## src/rtl/mic_pkg.sv

```systemverilog
package mic_pkg;
  localparam int NSRC   = 8;
  localparam int B_DRDY = 7;
  localparam int B_STAP = 6;
  localparam int B_DTAP = 5;
  localparam int B_ACT  = 4;
  localparam int B_INACT = 3;
  localparam int B_FF   = 2;
  localparam int B_WM   = 1;
  localparam int B_OVR  = 0;

  // Flags cleared by a status read (all except new sample and watermark)
  localparam logic [NSRC-1:0] EVT_MASK = 8'b0111_1101;

  localparam int A_EN   = 0;
  localparam int A_MAP  = 1;
  localparam int A_FMT  = 2;
  localparam int A_STAT = 3;
  localparam int A_THR  = 4;
  localparam int A_DATA = 5;
  localparam int INV_BIT = 5;

  // Next watermark state from the current level and the threshold
  function automatic logic wm_next(logic cur, logic [7:0] lvl, logic [7:0] thr);
    if (lvl == thr)     return 1'b1;
    else if (lvl < thr) return 1'b0;
    else                return cur;
  endfunction

  // Level of one pin: OR of enabled, routed flags, then polarity
  function automatic logic pin_level(logic [NSRC-1:0] st, logic [NSRC-1:0] en,
                                     logic [NSRC-1:0] map, logic sel, logic inv);
    logic [NSRC-1:0] hit;
    hit = st & en & (sel ? map : ~map);
    return (|hit) ^ inv;
  endfunction
endpackage

```

## src/rtl/mic_regs.sv

```systemverilog
module mic_regs
  import mic_pkg::*;
#(
  parameter int ADDR_W = 3
) (
  input  logic              clk,
  input  logic              rst_n,
  input  logic [ADDR_W-1:0] addr_i,
  input  logic              wr_i,
  input  logic [7:0]        wdata_i,
  input  logic              rd_i,
  input  logic [NSRC-1:0]   status_i,
  input  logic [7:0]        sample_i,
  output logic [NSRC-1:0]   en_q,
  output logic [NSRC-1:0]   map_q,
  output logic [7:0]        fmt_q,
  output logic [7:0]        thr_q,
  output logic [7:0]        rdata_o,
  output logic              stat_rd_o,
  output logic              data_rd_o
);
  logic sel_en, sel_map, sel_fmt, sel_stat, sel_thr, sel_data;

  assign sel_en   = (addr_i == ADDR_W'(A_EN));
  assign sel_map  = (addr_i == ADDR_W'(A_MAP));
  assign sel_fmt  = (addr_i == ADDR_W'(A_FMT));
  assign sel_stat = (addr_i == ADDR_W'(A_STAT));
  assign sel_thr  = (addr_i == ADDR_W'(A_THR));
  assign sel_data = (addr_i == ADDR_W'(A_DATA));

  assign stat_rd_o = rd_i && sel_stat;
  assign data_rd_o = rd_i && sel_data;

  always_ff @(posedge clk or negedge rst_n) begin
    if (!rst_n) begin
      en_q  <= '0;
      map_q <= '0;
      fmt_q <= '0;
      thr_q <= '0;
    end else if (wr_i) begin
      if (sel_en)  en_q  <= wdata_i;
      if (sel_map) map_q <= wdata_i;
      if (sel_fmt) fmt_q <= wdata_i;
      if (sel_thr) thr_q <= wdata_i;
    end
  end

  always_comb begin
    rdata_o = '0;
    if (sel_en)   rdata_o = en_q;
    if (sel_map)  rdata_o = map_q;
    if (sel_fmt)  rdata_o = fmt_q;
    if (sel_stat) rdata_o = status_i;
    if (sel_thr)  rdata_o = thr_q;
    if (sel_data) rdata_o = sample_i;
  end

  assert_en_write_R1: assert property (@(posedge clk) disable iff (!rst_n)
    (wr_i && sel_en) |=> (en_q == $past(wdata_i)));
  assert_map_hold_R1: assert property (@(posedge clk) disable iff (!rst_n)
    (!wr_i) |=> $stable(map_q));
endmodule

```

## src/rtl/mic_flags.sv

```systemverilog
module mic_flags
  import mic_pkg::*;
#(
  parameter int LVL_W = 6
) (
  input  logic             clk,
  input  logic             rst_n,
  input  logic [NSRC-1:0]  set_i,
  input  logic             stat_rd_i,
  input  logic             data_rd_i,
  input  logic [LVL_W-1:0] level_i,
  input  logic [7:0]       thr_i,
  output logic [NSRC-1:0]  status_q
);
  logic [7:0]      lvl8;
  logic [NSRC-1:0] clr_mask;
  logic [NSRC-1:0] status_d;

  assign lvl8 = 8'(level_i);

  always_comb begin
    clr_mask = '0;
    if (stat_rd_i) clr_mask = clr_mask | EVT_MASK;
    if (data_rd_i) clr_mask[B_DRDY] = 1'b1;
    status_d = (status_q & ~clr_mask) | (set_i & ~(NSRC'(1) << B_WM));
    status_d[B_WM] = wm_next(status_q[B_WM], lvl8, thr_i);
  end

  always_ff @(posedge clk or negedge rst_n) begin
    if (!rst_n) status_q <= '0;
    else        status_q <= status_d;
  end

  assert_tap_latch_R6: assert property (@(posedge clk) disable iff (!rst_n)
    set_i[B_STAP] |=> status_q[B_STAP]);
  assert_evt_hold_R6: assert property (@(posedge clk) disable iff (!rst_n)
    (status_q[B_FF] && !stat_rd_i) |=> status_q[B_FF]);
  assert_drdy_set_R5: assert property (@(posedge clk) disable iff (!rst_n)
    set_i[B_DRDY] |=> status_q[B_DRDY]);
  assert_wm_equal_R7: assert property (@(posedge clk) disable iff (!rst_n)
    (lvl8 == thr_i) |=> status_q[B_WM]);
  assert_wm_below_R7: assert property (@(posedge clk) disable iff (!rst_n)
    (lvl8 < thr_i) |=> !status_q[B_WM]);
endmodule

```

## src/rtl/mic_pins.sv

```systemverilog
module mic_pins
  import mic_pkg::*;
#(
  parameter int NPIN = 2
) (
  input  logic            clk,
  input  logic            rst_n,
  input  logic [NSRC-1:0] status_i,
  input  logic [NSRC-1:0] en_i,
  input  logic [NSRC-1:0] map_i,
  input  logic            inv_i,
  output logic [NPIN-1:0] pins_o
);
  for (genvar p = 0; p < NPIN; p++) begin : g_pin
    assign pins_o[p] = pin_level(status_i, en_i, map_i, p[0], inv_i);
  end

  assert_idle_level_R4: assert property (@(posedge clk) disable iff (!rst_n)
    ((status_i & en_i) == '0) |-> (pins_o == {NPIN{inv_i}}));
  assert_disabled_quiet_R3: assert property (@(posedge clk) disable iff (!rst_n)
    (en_i == '0) |-> (pins_o == {NPIN{inv_i}}));
endmodule

```

## src/rtl/motion_irq_ctrl.sv

```systemverilog
module motion_irq_ctrl
  import mic_pkg::*;
#(
  parameter int ADDR_W = 3,
  parameter int LVL_W  = 6
) (
  input  logic              clk,
  input  logic              rst_n,
  input  logic [ADDR_W-1:0] reg_addr,
  input  logic              reg_wr,
  input  logic [7:0]        reg_wdata,
  input  logic              reg_rd,
  output logic [7:0]        reg_rdata,
  input  logic              new_sample,
  input  logic              tap_single,
  input  logic              tap_double,
  input  logic              act_evt,
  input  logic              inact_evt,
  input  logic              ff_evt,
  input  logic              ovr_evt,
  input  logic [LVL_W-1:0]  fifo_level,
  input  logic [7:0]        sample_byte,
  output logic              int_a,
  output logic              int_b
);
  localparam int NPIN = 2;

  logic [NSRC-1:0] en_q, map_q, status_q, set_vec;
  logic [7:0]      fmt_q, thr_q;
  logic            stat_rd, data_rd;
  logic [NPIN-1:0] pins;

  always_comb begin
    set_vec          = '0;
    set_vec[B_DRDY]  = new_sample;
    set_vec[B_STAP]  = tap_single;
    set_vec[B_DTAP]  = tap_double;
    set_vec[B_ACT]   = act_evt;
    set_vec[B_INACT] = inact_evt;
    set_vec[B_FF]    = ff_evt;
    set_vec[B_OVR]   = ovr_evt;
  end

  mic_regs #(.ADDR_W(ADDR_W)) regs_i (
    .clk(clk), .rst_n(rst_n), .addr_i(reg_addr), .wr_i(reg_wr),
    .wdata_i(reg_wdata), .rd_i(reg_rd), .status_i(status_q),
    .sample_i(sample_byte), .en_q(en_q), .map_q(map_q), .fmt_q(fmt_q),
    .thr_q(thr_q), .rdata_o(reg_rdata), .stat_rd_o(stat_rd), .data_rd_o(data_rd)
  );

  mic_flags #(.LVL_W(LVL_W)) flags_i (
    .clk(clk), .rst_n(rst_n), .set_i(set_vec), .stat_rd_i(stat_rd),
    .data_rd_i(data_rd), .level_i(fifo_level), .thr_i(thr_q),
    .status_q(status_q)
  );

  mic_pins #(.NPIN(NPIN)) pins_i (
    .clk(clk), .rst_n(rst_n), .status_i(status_q), .en_i(en_q),
    .map_i(map_q), .inv_i(fmt_q[INV_BIT]), .pins_o(pins)
  );

  assign int_a = pins[0];
  assign int_b = pins[1];

  assert_stat_rdclr_R6: assert property (@(posedge clk) disable iff (!rst_n)
    (stat_rd && !tap_double) |=> !status_q[B_DTAP]);
endmodule

```

## config.mk

```make
export PLATFORM = sky130hd
export DESIGN_NAME = motion_irq_ctrl
export DESIGN_NICKNAME = d
export VERILOG_FILES = /design/src/rtl/mic_pkg.sv /design/src/rtl/mic_regs.sv /design/src/rtl/mic_flags.sv /design/src/rtl/mic_pins.sv /design/src/rtl/motion_irq_ctrl.sv
export SDC_FILE = /design/constraint.sdc
export NUM_CORES = 1
export LEC_CHECK = 0
export ABC_CLOCK_PERIOD_IN_PS = 3000
export CAP_MARGIN = 20
export CORE_MARGIN = 3
export CORE_UTILIZATION = 55
export DETAILED_ROUTE_END_ITERATION = 16
export GPL_TIMING_DRIVEN = 0
export MAX_ROUTING_LAYER = met4
export PLACE_DENSITY = 0.85
export SLEW_MARGIN = 20
export SYNTH_ARGS = -nofsm -noshare
export SYNTH_HDL_FRONTEND = slang
export SYNTH_HIERARCHICAL = 1
export SYNTH_SLANG_ARGS = --single-unit
```

## constraint.sdc

```tcl
create_clock -name clk -period 3 [get_ports clk]
set_input_delay 0.6 -clock clk [delete_from_list [all_inputs] [get_ports clk]]
set_output_delay 0.6 -clock clk [all_outputs]
set_load 0.03 [all_outputs]
```

==> impl_metrics.csv, run 1 <==
group,metric,value,unit
setup_path,crit_path_end,"reg_rdata[3]",
floorplan,dieWidth,70.1,um
final_layout,final_cells,286,
detailed_routing,drt_iter0_markers,123,
timing,report.final.slew_viol_count,0,
timing,setup_viol,0,
detailed_routing,drt_wl_total,5540,um
setup_path,reg2reg_from,"regs_i/thr_q[5]$_DFFE_PN0P_",
setup_path,regToRegSetupSlack,1.53,ns
timing,tightest_slew,0.718,ns
clocking,clkLatencyLatePin,0.30,ns
clocking,cts_tree,"yes",
timing,slew_headroom,52.0,%
floorplan,die_area,4920,um^2
timing,hold_ws,0.186,ns
setup_path,critPathKind,"input pin to output pin",
global_routing,grt_pass1_vias,1938,
global_routing,antenna_found_initial,0,
timing,period_minus_slack,2.93,ns
clocking,ctsHoldBuffers,0,
floorplan,initial_core_util,59.6,%
clocking,clockRootBuffer,"clkbuf_8",
timing,max_freq,341,MHz
setup_path,cp-startpoint,"reg_addr[0]",
power,p_per_area,593,nW/um^2
detailed_routing,vias_per_cell,6.10,
timing,fin_skew,0.00263,ns
timing,finalSetupTns,0,ns
floorplan,core_area,3800,um^2
detailed_routing,drc_errors,0,
timing,finalHoldViolCount,0,
floorplan,rows,22,
final_layout,final_area,2880,um^2
clocking,cts_made_buffers,5,
synth,syn_inst,185,
final_layout,area_delta_synth_final,27.4,%
setup_path,required,2.40,ns
final_layout,mostFrequentLayoutCells,"40 x dfrtp_1, 35 x clkdlybuf4s50_1, 30 x mux2_2",
global_routing,grt_overflow,0,
clocking,clock_path_buffers,2,
placed_design,place_area,2780,um^2
placed_design,routabilityCongestion,0.844,
global_routing,track_usage,25.0,%
synth,ys.warnings.count,6,
setup_path,worstPathArrival,2.33,ns
clocking,path_clk_slew,0.08,ns
clocking,h-tree-depth,2,
final_layout,final_common_cell,"dfrtp_1",
placed_design,dpl.cell_count,278,
setup_path,cp_max_fo,10,
detailed_routing,dr.pass1.iters,4,
detailed_routing,final_antenna_net_count,0,
placed_design,dpl_worst_slack,-0.363,ns
job,maxCapViolations,0,
placed_design,place_hpwl,4050,um
setup_path,rr_endpoint,"flags_i/status_q[1]$_DFFE_PN0P_",
power,ir_worst_vdd,0.376,mV
detailed_routing,vias,1746,
global_routing,grt_pass1_wl,9250,um
final_layout,n_antenna_cell,0,
power,finalPower,1.71,mW
placed_design,portBuffers,44,
final_layout,nets,279,
floorplan,die_h,70.1,um
hold_path,worstHoldPathType,"input pin to asynchronous set/reset pin",
detailed_routing,avgRoutedWirePerCell,19.4,um
final_layout,drive_gt1_share,25.2,%
synth,synth_area_per_cell,12.2,um^2
status,outcome,"finished clean",
setup_path,end_kind,"output pin",
synth,syn-num-nets,227,
setup_path,ff2ff_path_depth,5,
floorplan,io_pins,46,
timing,setup_ws,0.0665,ns
global_routing,grt_max_degree,29,
power,p_leak,1.26,nW
clocking,cts.sinks,40,
synth,syn_area,2260,um^2
setup_path,critPathLaunchType,"input pin",
timing,finalCritPeriodShare,97.8,%
final_layout,nFillCells,250,
final_layout,utilization,75.9,%
-- registers in the layout (all words and copies together) (netlist names) --
signal            cells
regs_i/fmt_q          8
regs_i/en_q           8
flags_i/status_q      8
regs_i/map_q          8
regs_i/thr_q          8
-- layer usage --
metal | wire length, um | part of all wire [%] | global-route usage (%) | vias up
met4 | 110 | 2.0 | 11.3 | 0
li1 | - | - | - | 799
met3 | 291 | 5.2 | 4.75 | 17
met5 | 0 | 0 | - | -
met2 | 2840 | 51 | 42.5 | 58
met1 | 2300 | 41 | 28.5 | 872
-- final cells by class --
class	count	area [um^2]	area share (%)
buffer	7	52.6	1.82
multi-input combinational	130	1180	41.1
sequential	40	1000	34.7
timing repair buffer	45	427	14.8
clock inverter	1	30.0	1.04
clock buffer	7	96.3	3.34
tap	48	60.1	2.08
inverter	8	30.0	1.04
-- critical path, cell delays in order --
cell             delay (ns)
clkdlybuf4s50_1        0.50
buf_6                  0.20
buf_4                  0.26
mux2i_1                0.12
a221oi_1               0.25
clkdlybuf4s15_1        0.40
-- where the power goes --
group          internal, mW  leakage [nW]  total [mW]  switching [mW]
Clock                 0.293        0.0645       0.480           0.186
Sequential            0.638         0.462       0.726          0.0884
Combinational         0.258         0.731       0.503           0.244
Total                  1.19          1.26        1.71           0.519
-- worst min-delay path by stage --
stage / start / end / slack (ns) / depth (start not counted)
after floorplan: rst_n / flags_i/status_q[0]$_DFF_PN0_ / 0.30 / 0
after global placement: regs_i/fmt_q[2]$_DFFE_PN0P_ / regs_i/fmt_q[2]$_DFFE_PN0P_ / 0.47 / 1
after detailed placement: regs_i/fmt_q[2]$_DFFE_PN0P_ / regs_i/fmt_q[2]$_DFFE_PN0P_ / 0.49 / 1
after CTS: rst_n / regs_i/en_q[2]$_DFFE_PN0P_ / 0.19 / 1
after global routing: rst_n / flags_i/status_q[2]$_DFF_PN0_ / 0.20 / 1
final: rst_n / flags_i/status_q[2]$_DFF_PN0_ / 0.19 / 1
-- what timing repair did --
| item | CTS | global route |
|---|---|---|
| endpoints found under the setup margin | 8 | 8 |
| gates resized for setup | 20 | 15 |
| buffers inserted | 0 | 0 |
(Power assumes the default switching activity.)
==> run 2, diff against run 1 <==
--- a/config.mk
+++ b/config.mk
@@ -9,3 +9,3 @@
 export CAP_MARGIN = 20
-export CORE_MARGIN = 3
+export CORE_MARGIN = 1.5
 export CORE_UTILIZATION = 55
==> constraint.sdc (replaced) <==
create_clock -name clk -period 3 [get_ports clk]
set_input_delay 0.3 -clock clk [delete_from_list [all_inputs] [get_ports clk]]
set_output_delay 0.3 -clock clk [all_outputs]
set_load 0.03 [all_outputs]
==> impl_metrics.csv, run 2 (synthesized netlist as in run 1, its figures left out) <==
group,metric,value,unit
status,outcome,"finished clean",
detailed_routing,final_antenna_net_count,0,
clocking,h-tree-depth,2,
floorplan,initial_core_util,57.0,%
final_layout,utilization,72.5,%
placed_design,routabilityCongestion,0.782,
power,p_leak,1.24,nW
setup_path,critPathKind,"input pin to output pin",
final_layout,n_antenna_cell,0,
setup_path,end_kind,"output pin",
global_routing,antenna_found_initial,0,
clocking,cts_made_buffers,5,
global_routing,grt_pass1_wl,8560,um
timing,tightest_slew,0.682,ns
clocking,path_clk_slew,0.07,ns
timing,finalCritPeriodShare,91.7,%
final_layout,area_delta_synth_final,27.3,%
power,clockPowerShare,22.7,%
detailed_routing,drt_iter0_markers,103,
hold_path,worstHoldPathType,"input pin to asynchronous set/reset pin",
power,ir_worst_vdd,0.432,mV
floorplan,rows,23,
floorplan,io_pins,46,
setup_path,critPathLaunchType,"input pin",
clocking,cts.sinks,40,
global_routing,grtUsageMet2,42.8,%
timing,finalHoldViolCount,0,
power,finalPower,1.60,mW
global_routing,grt_max_degree,30,
power,swShare,31.5,%
global_routing,grt_overflow,0,
setup_path,cp_max_fo,10,
floorplan,core_area,3970,um^2
timing,max_freq,363,MHz
clocking,clockRootBuffer,"clkbuf_8",
power,power_switching,504,uW
detailed_routing,drc_errors,0,
floorplan,dieWidth,67.1,um
placed_design,place_hpwl,3920,um
final_layout,nFillCells,297,
clocking,clock_path_buffers,2,
detailed_routing,avgRoutedWirePerCell,18.7,um
final_layout,nets,280,
power,pwr-share-comb,31.8,%
placed_design,portBuffers,44,
clocking,clkLatencyLatePin,0.29,ns
timing,finalSetupTns,0,ns
global_routing,grtUsageMet1,35.8,%
timing,fin_skew,0.00580,ns
floorplan,die_area,4510,um^2
setup_path,worstPathArrival,2.45,ns
global_routing,grt.met3_usage,4.50,%
final_layout,final_common_cell,"clkdlybuf4s50_1",
floorplan,die_h,67.1,um
final_layout,drive_gt1_share,20.9,%
detailed_routing,dr.pass1.iters,4,
global_routing,track_usage,27.3,%
power,power.internal,1.10,mW
global_routing,grt_busiest_layer,"met2",
clocking,cts_tree,"yes",
global_routing,grt_pass1_vias,1773,
detailed_routing,vias,1705,
clocking,ctsResizeCount,0,
timing,slew_headroom,54.4,%
timing,setup_viol,0,
setup_path,required,2.70,ns
power,p_per_area,555,nW/um^2
timing,report.final.slew_viol_count,0,
detailed_routing,drt_wl_total,5410,um
detailed_routing,vias_per_cell,5.90,
timing,period_minus_slack,2.75,ns
timing,rsz0062_at_grt,"false",
setup_path,ff2ff_path_depth,5,
job,maxCapViolations,0,
final_layout,mostFrequentLayoutCells,"43 x clkdlybuf4s50_1, 40 x dfrtp_1, 30 x mux2_2",
power,seq_power_share,45.5,%
## run 2: changes by cell type in the layout (fill, tap and decap cells not counted), sizes merged
cell / change
clkbuf: -3
clkdlybuf4s50: +8
buf: -2
bufinv: -1
clkdlybuf4s15: -2
dlygate4sd3: +1
## run 2: power by group through the flow
| stage | Sequential (mW) | Clock [mW] | Combinational, mW |
|---|---|---|---|
| after floorplan | 0.710 | 0 | 0.333 |
| after global placement | 0.730 | 0 | 0.487 |
| after detailed placement | 0.735 | 0 | 0.505 |
| after CTS | 0.726 | 0.369 | 0.510 |
| after global routing | 0.742 | 0.389 | 0.552 |
| final | 0.727 | 0.363 | 0.509 |
## run 2: stage by stage
step / hold WS [ns] / worst slack, ns / cell area, um^2 / instances
2_1_floorplan: 0.00441 / 1.04 / 2260 / 185
3_3_place_gp: 0.475 / 0.246 / 2770 / 279
3_5_place_dp: 0.206 / 0.270 / 2780 / 280
4_1_cts: 0.434 / 0.232 / 2880 / 289
5_1_grt: 0.457 / 0.154 / 2880 / 289
6_report: 0.426 / 0.249 / 2880 / 289
## run 2: what timing repair did
action,in CTS,in global routing
setup buffers,0,0
hold buffers,1,0
hold endpoints to repair,11,0
## run 2: layout make-up
class / count / area, um^2 / area share, %
plain buffers: 7 / 52.6 / 1.82
flip-flops and latches: 40 / 1000 / 34.8
repair buffers: 46 / 465 / 16.2
multi-input cells: 130 / 1180 / 40.9
well taps: 50 / 62.6 / 2.17
clock buffers: 8 / 90.1 / 3.13
inverters: 8 / 30.0 / 1.04
## run 2: layer usage
metal | up-vias | wire (um)
met5 | - | 0
met4 | 0 | 49
met3 | 7 | 258
met2 | 57 | 2630
met1 | 842 | 2470
li1 | 799 | -
## run 2: path summary, 6_finish.rpt
kind	startpoint	endpoint	slack, ns
setup / recovery	reg_addr[0]	reg_rdata[5]	0.25
hold / removal	rst_n	regs_i/thr_q[0]$_DFFE_PN0P_	0.43
setup reg to reg	regs_i/thr_q[4]$_DFFE_PN0P_	flags_i/status_q[1]$_DFFE_PN0P_	1.59
hold reg to reg	regs_i/fmt_q[2]$_DFFE_PN0P_	regs_i/fmt_q[2]$_DFFE_PN0P_	0.50
max in group asynchronous	rst_n	regs_i/fmt_q[5]$_DFFE_PN0P_	2.12
min in group clk	regs_i/fmt_q[2]$_DFFE_PN0P_	regs_i/fmt_q[2]$_DFFE_PN0P_	0.50
## run 2: critical path: stages
cell	delay, ns
clkdlybuf4s50_1	0.51
buf_6	0.21
buf_8	0.18
mux2i_1	0.09
o21a_1	0.18
a221oi_1	0.25
clkdlybuf4s50_1	0.73
